[src/rtl/ccu_pkg.sv]
// Package: shared constants and types for the condition code update unit.
// Assumes an 8-bit flag register with fixed flag positions.
package ccu_pkg;

    localparam int CC_W  = 8;
    localparam int POS_C = 0;
    localparam int POS_V = 1;
    localparam int POS_Z = 2;
    localparam int POS_N = 3;
    localparam int POS_H = 5;

    // Class codes; 6 and 7 are unused and act as no-effect.
    typedef enum logic [2:0] {
        OP_NONE  = 3'd0,
        OP_LOAD  = 3'd1,
        OP_STORE = 3'd2,
        OP_CLEAR = 3'd3,
        OP_ADD   = 3'd4,
        OP_SUB   = 3'd5
    } op_class_e;

endpackage

[src/rtl/ccu_result_probe.sv]
// Module: derives the sign and zero indications of a result.
// Assumes DATA_W is a whole multiple of NARROW_W. Lane 0 is the narrow
// operand, and a wide operand spans all lanes.
module ccu_result_probe #(
    parameter int DATA_W   = 16,
    parameter int NARROW_W = 8
) (
    input  logic              wide_i,
    input  logic [DATA_W-1:0] result_i,
    output logic              msb_o,
    output logic              zero_o
);
    localparam int LANES = DATA_W / NARROW_W;

    logic [LANES-1:0] lane_zero;

    // Per-lane zero detect, one reduction per lane.
    genvar g;
    generate
        for (g = 0; g < LANES; g++) begin : g_lane
            assign lane_zero[g] = ~|result_i[g*NARROW_W +: NARROW_W];
        end
    endgenerate

    // Pick the sign bit and the zero test that match the operand size.
    always_comb begin
        if (wide_i) begin
            msb_o  = result_i[DATA_W-1];
            zero_o = &lane_zero;
        end else begin
            msb_o  = result_i[NARROW_W-1];
            zero_o = lane_zero[0];
        end
    end
endmodule

[src/rtl/ccu_flag_select.sv]
// Module: combinational next-value selection for the flag register.
// Assumes the probe outputs are already sized to the operand. Bits other
// than N, Z, V, C and H always pass through from cur_i.
module ccu_flag_select
    import ccu_pkg::*;
(
    input  logic [2:0]      op_i,
    input  logic            wide_i,
    input  logic            msb_i,
    input  logic            zero_i,
    input  logic            carry_i,
    input  logic            half_i,
    input  logic            ovf_i,
    input  logic [CC_W-1:0] cur_i,
    output logic [CC_W-1:0] nxt_o
);
    // Apply the flag effects of the operation class onto the current value.
    always_comb begin
        nxt_o = cur_i;
        case (op_i)
            OP_LOAD, OP_STORE: begin
                nxt_o[POS_N] = msb_i;
                nxt_o[POS_Z] = zero_i;
                nxt_o[POS_V] = 1'b0;
            end
            OP_CLEAR: begin
                nxt_o[POS_N] = 1'b0;
                nxt_o[POS_Z] = 1'b1;
                nxt_o[POS_V] = 1'b0;
                nxt_o[POS_C] = 1'b0;
            end
            OP_ADD, OP_SUB: begin
                nxt_o[POS_N] = msb_i;
                nxt_o[POS_Z] = zero_i;
                nxt_o[POS_V] = ovf_i;
                nxt_o[POS_C] = carry_i;
                if (!wide_i) begin
                    nxt_o[POS_H] = half_i;
                end
            end
            default: nxt_o = cur_i;
        endcase
    end
endmodule

[src/rtl/ccu_update.sv]
// Module: top of the condition code update unit. It holds the flag register
// and writes it on a strobed clock edge. Reset is synchronous and active-low.
// Assumes the adder flags are valid in the same cycle as the result.
module ccu_update
    import ccu_pkg::*;
#(
    parameter int DATA_W   = 16,
    parameter int NARROW_W = 8
) (
    input  logic              clk,
    input  logic              rst_n,
    input  logic              wr_en,
    input  logic [2:0]        op_class,
    input  logic              wide,
    input  logic [DATA_W-1:0] result,
    input  logic              carry_in,
    input  logic              half_in,
    input  logic              ovf_in,
    output logic [CC_W-1:0]   cc_q
);
    logic            res_msb;
    logic            res_zero;
    logic [CC_W-1:0] cc_nxt;

    ccu_result_probe #(
        .DATA_W   (DATA_W),
        .NARROW_W (NARROW_W)
    ) probe_i (
        .wide_i   (wide),
        .result_i (result),
        .msb_o    (res_msb),
        .zero_o   (res_zero)
    );

    ccu_flag_select sel_i (
        .op_i    (op_class),
        .wide_i  (wide),
        .msb_i   (res_msb),
        .zero_i  (res_zero),
        .carry_i (carry_in),
        .half_i  (half_in),
        .ovf_i   (ovf_in),
        .cur_i   (cc_q),
        .nxt_o   (cc_nxt)
    );

    // Flag register: clear on reset, load the selected value on the strobe.
    always_ff @(posedge clk) begin
        if (!rst_n) begin
            cc_q <= '0;
        end else if (wr_en) begin
            cc_q <= cc_nxt;
        end
    end
endmodule

[config.mk]
export PLATFORM = sky130hd
export DESIGN_NAME = ccu_update
export DESIGN_NICKNAME = d
export VERILOG_FILES = /design/src/rtl/ccu_pkg.sv /design/src/rtl/ccu_result_probe.sv /design/src/rtl/ccu_flag_select.sv /design/src/rtl/ccu_update.sv
export SDC_FILE = /design/constraint.sdc
export NUM_CORES = 1
export LEC_CHECK = 0
export ABC_AREA = 1
export BUFFER_PORTS_ARGS = -buffer_cell sky130_fd_sc_hd__buf_2
export CAP_MARGIN = 20
export CORE_UTILIZATION = 41
export CTS_CLUSTER_DIAMETER = 30
export DETAILED_ROUTE_END_ITERATION = 7
export PLACE_DENSITY = 0.73
export SYNTH_ARGS = -nofsm -noshare
export SYNTH_HDL_FRONTEND = slang
export SYNTH_HIERARCHICAL = 1
export SYNTH_SLANG_ARGS = --single-unit
[constraint.sdc]
create_clock -name clk -period 1.03 [get_ports clk]
set_clock_uncertainty 0.1 [all_clocks]
set_input_delay 0.103 -clock clk [delete_from_list [all_inputs] [get_ports clk]]
set_output_delay 0.103 -clock clk [all_outputs]
set_load 0.02 [all_outputs]
Word level (Yosys, flattened, before mapping)
Index checks and enable logic that the tools add are counted.
- register bits after elaboration: 5
- word-level logic and storage cells: 25
- reductions and logical operators: 12
- bitwise gates (word level): 1
- equal/unequal tests: 5
- multiplexer cells: 4
- operator list (operator ; number):
    $reduce_or 8->1 ; 2
    $pmux 3 s3 ; 1
    $eq 3x2->1 const B ; 2
    $eq 3x3->1 const B ; 2
    $reduce_and 2->1 ; 3
    $reduce_or 2->1 ; 2
    $eq 3x1->1 const B ; 1
    $reduce_and 3->1 ; 1
    $reduce_bool 3->1 ; 1
    $logic_not 1->1 ; 2
    $mux 1 ; 2
    $pmux 1 s2 ; 1
    $reduce_bool 2->1 ; 1
    $not 1->1 ; 1

Logic depth before layout (Yosys ltp)
Gate-level depths: netlist (run 1).
- depth in word-level cells: 5
- gate-level depth with buffers: 13

Hierarchy
The synthesis (run 1) kept the hierarchy.
- modules (own cells, without submodules) (module ; cells an instance ; instances ; area an instance (um^2)):
    ccu_update ; 51 ; 1 ; 356.6
    ccu_flag_select ; 30 ; 1 ; 138.9
    ccu_result_probe ; 18 ; 1 ; 72.6

Worst setup path after synthesis (run 1)
Ideal clock, no wire load.
- path type: register to register
- start: reg, netlist name cc_q[5]
- end: reg cc_q[5]
- slack: 0.004 ns
- path buffers: 0
- stages on the path, launching flop included: 9
- clock period less this slack: 1.026 ns
- arrival time: 0.862 ns
- path through: dfxtp_1 -> nand2_1 -> o21ai_0 -> nand2_1 -> nand2_1 -> inv_1 -> nand2_1 -> nand2_1 -> nor2_1
- RTL lines (what ; RTL line ; RTL):
    end signal, assigned ; ccu_update.sv:52 ; cc_q <= cc_nxt;
    end, declared ; ccu_update.sv:19 ; output logic [CC_W-1:0] cc_q

Worst setup path in the final report (run 1)
- start: reg cc_q[2]
- end: out cc_q[2]
No word-level cell between the ends.

==> results.ini, run 1 <==
[sta]
worst_slew_pin_slew_ns=0.282
fin_crit_sh_pct=95.4
setup_viol=0
setup_ws_ns=0.0470
rsz0062_at_grt=yes
slew_violations=0
fmax_mhz=1020
finalHoldViolations=0
period_needed_ns=0.983
relSlewSlack_pct=81.2

[routing]
post-route-drc-count=0
via_count=657
avgRoutedWirePerCell_um=9.12
viasPerCell=4.47
drt_wl_total_um=1340
drt_iter0_drc=14
ant_nets=0
drtPass1Iterations=4

[synth]
synth_simple_gate_area_share_pct=48.9
syn-num-nets=125
yosysWarnings=6
synthAdderAreaFrac_pct=0
synth_compound_area_share_pct=3.08
synth_top_family_by_area=simple AND/OR/NAND/NOR gates
synthMuxAreaShare_pct=0
avgSynthCellArea_um2=5.74
ys_seq_elements=8
synth_cell_types=15
synth_xor_xnor_area_share_pct=0
syn_area_um2=568
ys_seq_area_share_pct=28.2
postSynthCellCount=99

[finish]
syn_to_final_growth_pct=41.6
final_common_cell=nand2_1
fill_cells=144
largest_register=cc_q
largest_reg_flops=8
largestRegisters=cc_q: 8 flops
n_antenna_cell=0
final_cell_mix=32 x nand2_1, 24 x nor2_1, 23 x buf_2, 12 x inv_1
final_nets=160
layout-drive-gt1-share_pct=36.4

[clock_network]
cts_buffers=3
cts.htree.levels=1
path_clk_slew_ns=0.06
cts-hold-fix-buffers=0
clk_latency_ns=0.26
clock-sinks=8
cts_tree=done
clockBufferDepth=2
ctsRootBufferMaster=clkbuf_4

[grt]
grt_max_degree=17
grt_first_pass_wirelength_um=1860
grt_overflow=0
antenna_found_initial=0
grt_pass1_vias=468
grt_use_total_pct=18.3

[power_and_ir_drop]
peakVddDrop_mv=0.757
power_uw=843
p_per_area_nw_per_um2=1050
power_leakage_nw=0.458

[critical_path]
path_delay_family=flip-flops
cp.arrival_ns=0.78
cp_slowest_stage_delay_ns=0.37
crit_chain=buf_4
crit_slowest_cell=dfxtp_1
critPathMaxFanout=3
crit_buf_inv=1
required_ns=0.83
crit_path_start_kind=flip-flop
path_class=reg -> out
cp-end-kind=output pin

[run_status]
outcome=completed

[placement]
io_buffers=33
hpwl_um=952
pre_cts_ws_ns=-0.113
routabilityCongestion=0.777

[flow_run]
maxCapViolCount=0

[die]
die_y_um=39.2
num_rows=13
core_um2=1300
die-area_um2=1540
die_w_um=39.2
ios=34
start_util_pct=43.7

[worst_hold_path]
hp-class=in -> reg

==> metal layers <==
layer	vias up	wire [um]	GRT usage, %
met4	0	5	10.3
met2	17	663	30.0
met3	2	64	3.47
li1	362	-	-
met5	-	0	0
met1	276	606	21.8
==> cell usage after synthesis (all sizes together) <==
| cell | count | area (um^2) |
|---|---|---|
| a21boi | 1 | 7.51 |
| nand3 | 5 | 25.0 |
| nand2 | 35 | 136 |
| o21ai | 2 | 10.0 |
| buf | 6 | 63.8 |
| nand4 | 1 | 6.26 |
| nor2 | 28 | 110 |
| inv | 13 | 48.8 |
| dfxtp | 8 | 160 |
==> worst min-delay path, stage by stage <==
cell     delay (ns)
buf_2          0.15
nand2_1        0.07
nor2_1         0.03
==> final timing paths <==
| check | from | to | slack, ns | cells past startpoint |
|---|---|---|---|---|
| min reg2reg | cc_q[4] | cc_q[4] | 0.38 | 2 |
| min | rst_n | cc_q[6] | 0.04 | 3 |
| max | cc_q[2] | cc_q[2] | 0.05 | 1 |
| max reg2reg | cc_q[5] | cc_q[5] | 0.10 | 7 |
==> per-stage QoR <==
step	hold WS (ns)	setup TNS (ns)	instances	area (um^2)	util, %
global route	0.0425	-0.0684	147	805	61.8
finish	0.0359	0	147	805	61.8
detailed placement	0.306	-0.181	143	703	54.0
CTS	0.0271	0	146	726	55.8
global placement	0.306	-0.136	143	703	54.0
floorplan	0.231	0	99	568	-
==> area by class of cell <==
type | instances | area, um^2 | area share [%]
Multi-Input combinational cell | 72 | 318 | 39.5
Timing Repair Buffer | 36 | 235 | 29.2
Sequential cell | 8 | 161 | 20.1
Inverter | 13 | 48.8 | 6.07
Clock buffer | 3 | 22.5 | 2.80
Tap cell | 15 | 18.8 | 2.33
==> cells by family after synthesis <==
family,Yosys count
simple gates,69
buf+inv,19
flops,8
compound gates,3
==> where the power goes <==
group / leakage [nW] / switching [mW] / internal, mW
registers: 0.0665 / 0.0154 / 0.331
logic: 0.378 / 0.129 / 0.120
clock network: 0.0138 / 0.114 / 0.134
total: 0.458 / 0.259 / 0.585
==> what timing repair did <==
| action | 4_1_cts | 5_1_grt |
|---|---|---|
| endpoints found under the setup margin | 0 | 7 |
| gates resized for setup | 0 | 17 |
| buffers inserted | 0 | 1 |
| hold endpoints to repair | 0 | 0 |
Note: power is estimated with default switching activity, not from simulation.
==> run 2: changes to the inputs <==
--- a/config.mk
+++ b/config.mk
@@ -5,13 +5,12 @@
 export SDC_FILE = /design/constraint.sdc
 export NUM_CORES = 1
 export LEC_CHECK = 0
-export ABC_AREA = 1
 export BUFFER_PORTS_ARGS = -buffer_cell sky130_fd_sc_hd__buf_2
 export CAP_MARGIN = 20
-export CORE_UTILIZATION = 41
+export CORE_UTILIZATION = 40
 export CTS_CLUSTER_DIAMETER = 30
 export DETAILED_ROUTE_END_ITERATION = 7
-export PLACE_DENSITY = 0.73
+export PLACE_DENSITY = 0.74
 export SYNTH_ARGS = -nofsm -noshare
 export SYNTH_HDL_FRONTEND = slang
 export SYNTH_HIERARCHICAL = 1
==> run 2 against run 1 <==
Area after synthesis is 8.1% lower. Highest routed layer unchanged. Flip-flop and latch count is the same. Critical path depth grew 7. Core utilization grew 5.4 points. Final cell count shrank 28%. First-iteration DRC count decreased by 64%. Sequential share of layout area is 1.0 points higher. Maximum frequency decreased by 4.3%. Via count decreased by 19%. Combinational power shrank 24%. Power shrank 9.7%. Register-to-register slack lost 0.06 ns.
==> results.ini, run 2 <==
[run_status]
outcome=completed

[worst_hold_path]
hp-class=in -> reg

[power_and_ir_drop]
peakVddDrop_mv=0.632  ; -17%
power_uw=762  ; -9.7%
power_leakage_nw=0.368  ; -20%
p_per_area_nw_per_um2=981  ; -6.5%

[placement]
pre_cts_ws_ns=-0.325  ; -0.212 ns
hpwl_um=943  ; -0.97%
placed_area_um2=733  ; +4.3%
io_buffers=33  ; unchanged
routabilityCongestion=0.740  ; -4.8%

[clock_network]
ctsRootBufferMaster=clkbuf_4
cts_buffers=3  ; unchanged
clk_latency_ns=0.25  ; about the same
cts.htree.levels=1  ; unchanged
post-cts-setup-buffers=0  ; unchanged
clock-sinks=8  ; unchanged
path_clk_slew_ns=0.06  ; about the same
cts-hold-fix-buffers=0  ; unchanged
clockBufferDepth=2  ; unchanged
cts_tree=done

[critical_path]
crit_path_start_kind=input pin
path_class=in -> reg
critPathMaxFanout=2  ; -1
required_ns=1.13  ; +0.30 ns
cp-end-kind=flip-flop
cp.arrival_ns=1.12  ; +0.34 ns

[synth]
synth-edff-count=0  ; unchanged
synthFlopType=dfxtp_1
postSynthCellCount=56  ; -43%
avgSynthCellArea_um2=9.32  ; +62%
synth_cell_types=21  ; +6
yosysMostFrequentCell=mux2i_1
synth_top_cell_area_share_pct=30.7  ; +2.5 points
ys_seq_area_share_pct=30.7  ; +2.5 points
synth_area_leader_cell=dfxtp_1
ys_seq_elements=8  ; unchanged
async_reset_ff_share_pct=0  ; unchanged
yosys-top-cells-count=11 x mux2i_1, 8 x dfxtp_1, 8 x nor2b_1
syn-num-nets=82  ; -34%
synthTopCellsByArea=dfxtp_1 31%, mux2i_1 21%, nor2b_1 9.6%, buf_4 5.8%, nor4_1 3.6%
syn_area_um2=522  ; -8.1%
yosysWarnings=6  ; unchanged

[sta]
fin_crit_sh_pct=99.7  ; +4.2 points
setup_viol=0  ; unchanged
finalHoldViolations=0  ; unchanged
rsz0062_at_grt=yes
relSlewSlack_pct=84.4  ; +3.2 points
slew_violations=0  ; unchanged
worst_slew_pin_slew_ns=0.233  ; -0.0497 ns
setup_ws_ns=0.00326  ; -0.0437 ns
fmax_mhz=974  ; -4.3%
period_needed_ns=1.03  ; +0.0437 ns
hold-worst-slack_ns=0.0487  ; +0.0128 ns

[finish]
finish.utilization_pct=67.2  ; +5.4 points
final_nets=120  ; -25%
largest_register=cc_q
final_common_cell=buf_2
largestRegisters=cc_q: 8 flops
layout-drive-gt1-share_pct=57.6  ; +21 points
syn_to_final_growth_pct=48.9
postLayoutCellArea_um2=777  ; -3.4%
n_antenna_cell=0  ; unchanged
final_cell_mix=33 x buf_2, 11 x mux2i_1, 8 x nor2b_1, 5 x dfxtp_1, 5 x buf_4
largest_reg_flops=8  ; unchanged

[die]
start_util_pct=45.1  ; +1.5 points
num_rows=12  ; -1
die_y_um=38.1  ; -2.8%
die-area_um2=1450  ; -5.6%
ios=34  ; unchanged
core_um2=1160  ; -11%
die_w_um=38.1  ; -2.8%

[grt]
grt_use_total_pct=19.8  ; +1.6 points
grt_pass1_vias=516  ; +10%
grt_overflow=0  ; unchanged
grt_max_degree=9  ; -8
antenna_found_initial=0  ; unchanged
grt_first_pass_wirelength_um=1920  ; +3.3%

[routing]
avgRoutedWirePerCell_um=11.5  ; +26%
via_count=529  ; -19%
post-route-drc-count=0  ; unchanged
drtPass1Iterations=4  ; unchanged
ant_nets=0  ; unchanged
viasPerCell=4.99  ; +12%
drt_iter0_drc=5  ; -9
drt_wl_total_um=1220  ; -8.8%

[flow_run]
maxCapViolCount=0  ; unchanged

## run 2: changes by cell type after synthesis, sizes merged, moves of 4 or more
cell / before / now
nor4: 0 / 4
mux2i: 0 / 11
nor2b: 0 / 8
inv: 13 / 2
nand3: 5 / 1
nand2: 35 / 2
nor2: 28 / 2
## run 2: area by class of cell
type / count / area [um^2]
Tap cell: 14 / 17.5
Inverter: 2 / 7.51
Timing Repair Buffer: 38 / 203
Fill cell: 91 / 379
Clock buffer: 3 / 22.5
Sequential cell: 8 / 164
Multi-Input combinational cell: 41 / 363
## run 2: path summary, 6_finish.rpt
| check | slack [ns] | depth (start not counted) | endpoint | start |
|---|---|---|---|---|
| setup / recovery | 0.003 | 8 | cc_q[2] | result[1] |
| hold / removal | 0.05 | 2 | cc_q[1] | rst_n |
| hold reg to reg | 0.43 | 2 | cc_q[6] | cc_q[6] |
| setup reg to reg | 0.04 | 4 | cc_q[2] | cc_q[2] |
## run 2: cell families (layout without fill, tap and decap cells)
kind of cell,count (synthesis),after routing,synth area share [%]
flip-flops,8,8,30.7
buffers and inverters,7,43,9.35
AO/OA/AOI/OAI,9,9,10.8
multiplexers,13,13,26.1
AND/OR/NAND/NOR,19,19,23.0
## run 2: worst max-delay path, cell delays in order
cell,delay [ns]
buf_2,0.12
nor4_4,0.27
nand2_1,0.09
a21oi_2,0.13
nor3_1,0.06
o22ai_1,0.15
mux2i_1,0.09
nor2b_1,0.11
## run 2: layer usage
metal	up-vias	GRT usage, %	part of all wire [%]
li1	273	-	-
met1	231	22.0	43
met2	23	33.5	48
met3	2	2.33	7.3
met4	0	16.1	1.6
met5	-	0	0
## run 2: power breakdown
group	switching (mW)	internal [mW]	leakage, nW
combinational	0.0889	0.0989	0.288
sequential	0.00771	0.319	0.0662
clock	0.114	0.134	0.0138
## run 2: per-stage QoR
step / instances / TNS (ns)
CTS: 106 / 0
detailed placement: 103 / -0.674
global placement: 103 / -0.509
global route: 106 / -0.120
floorplan: 56 / -0.0605
finish: 106 / 0
## run 2: what timing repair did
action                                 CTS  global route
setup endpoints to repair                1             5
pin swaps                                1             0
endpoints found under the hold margin    0             0
resized for setup                        2             3
cloned                                   0             0
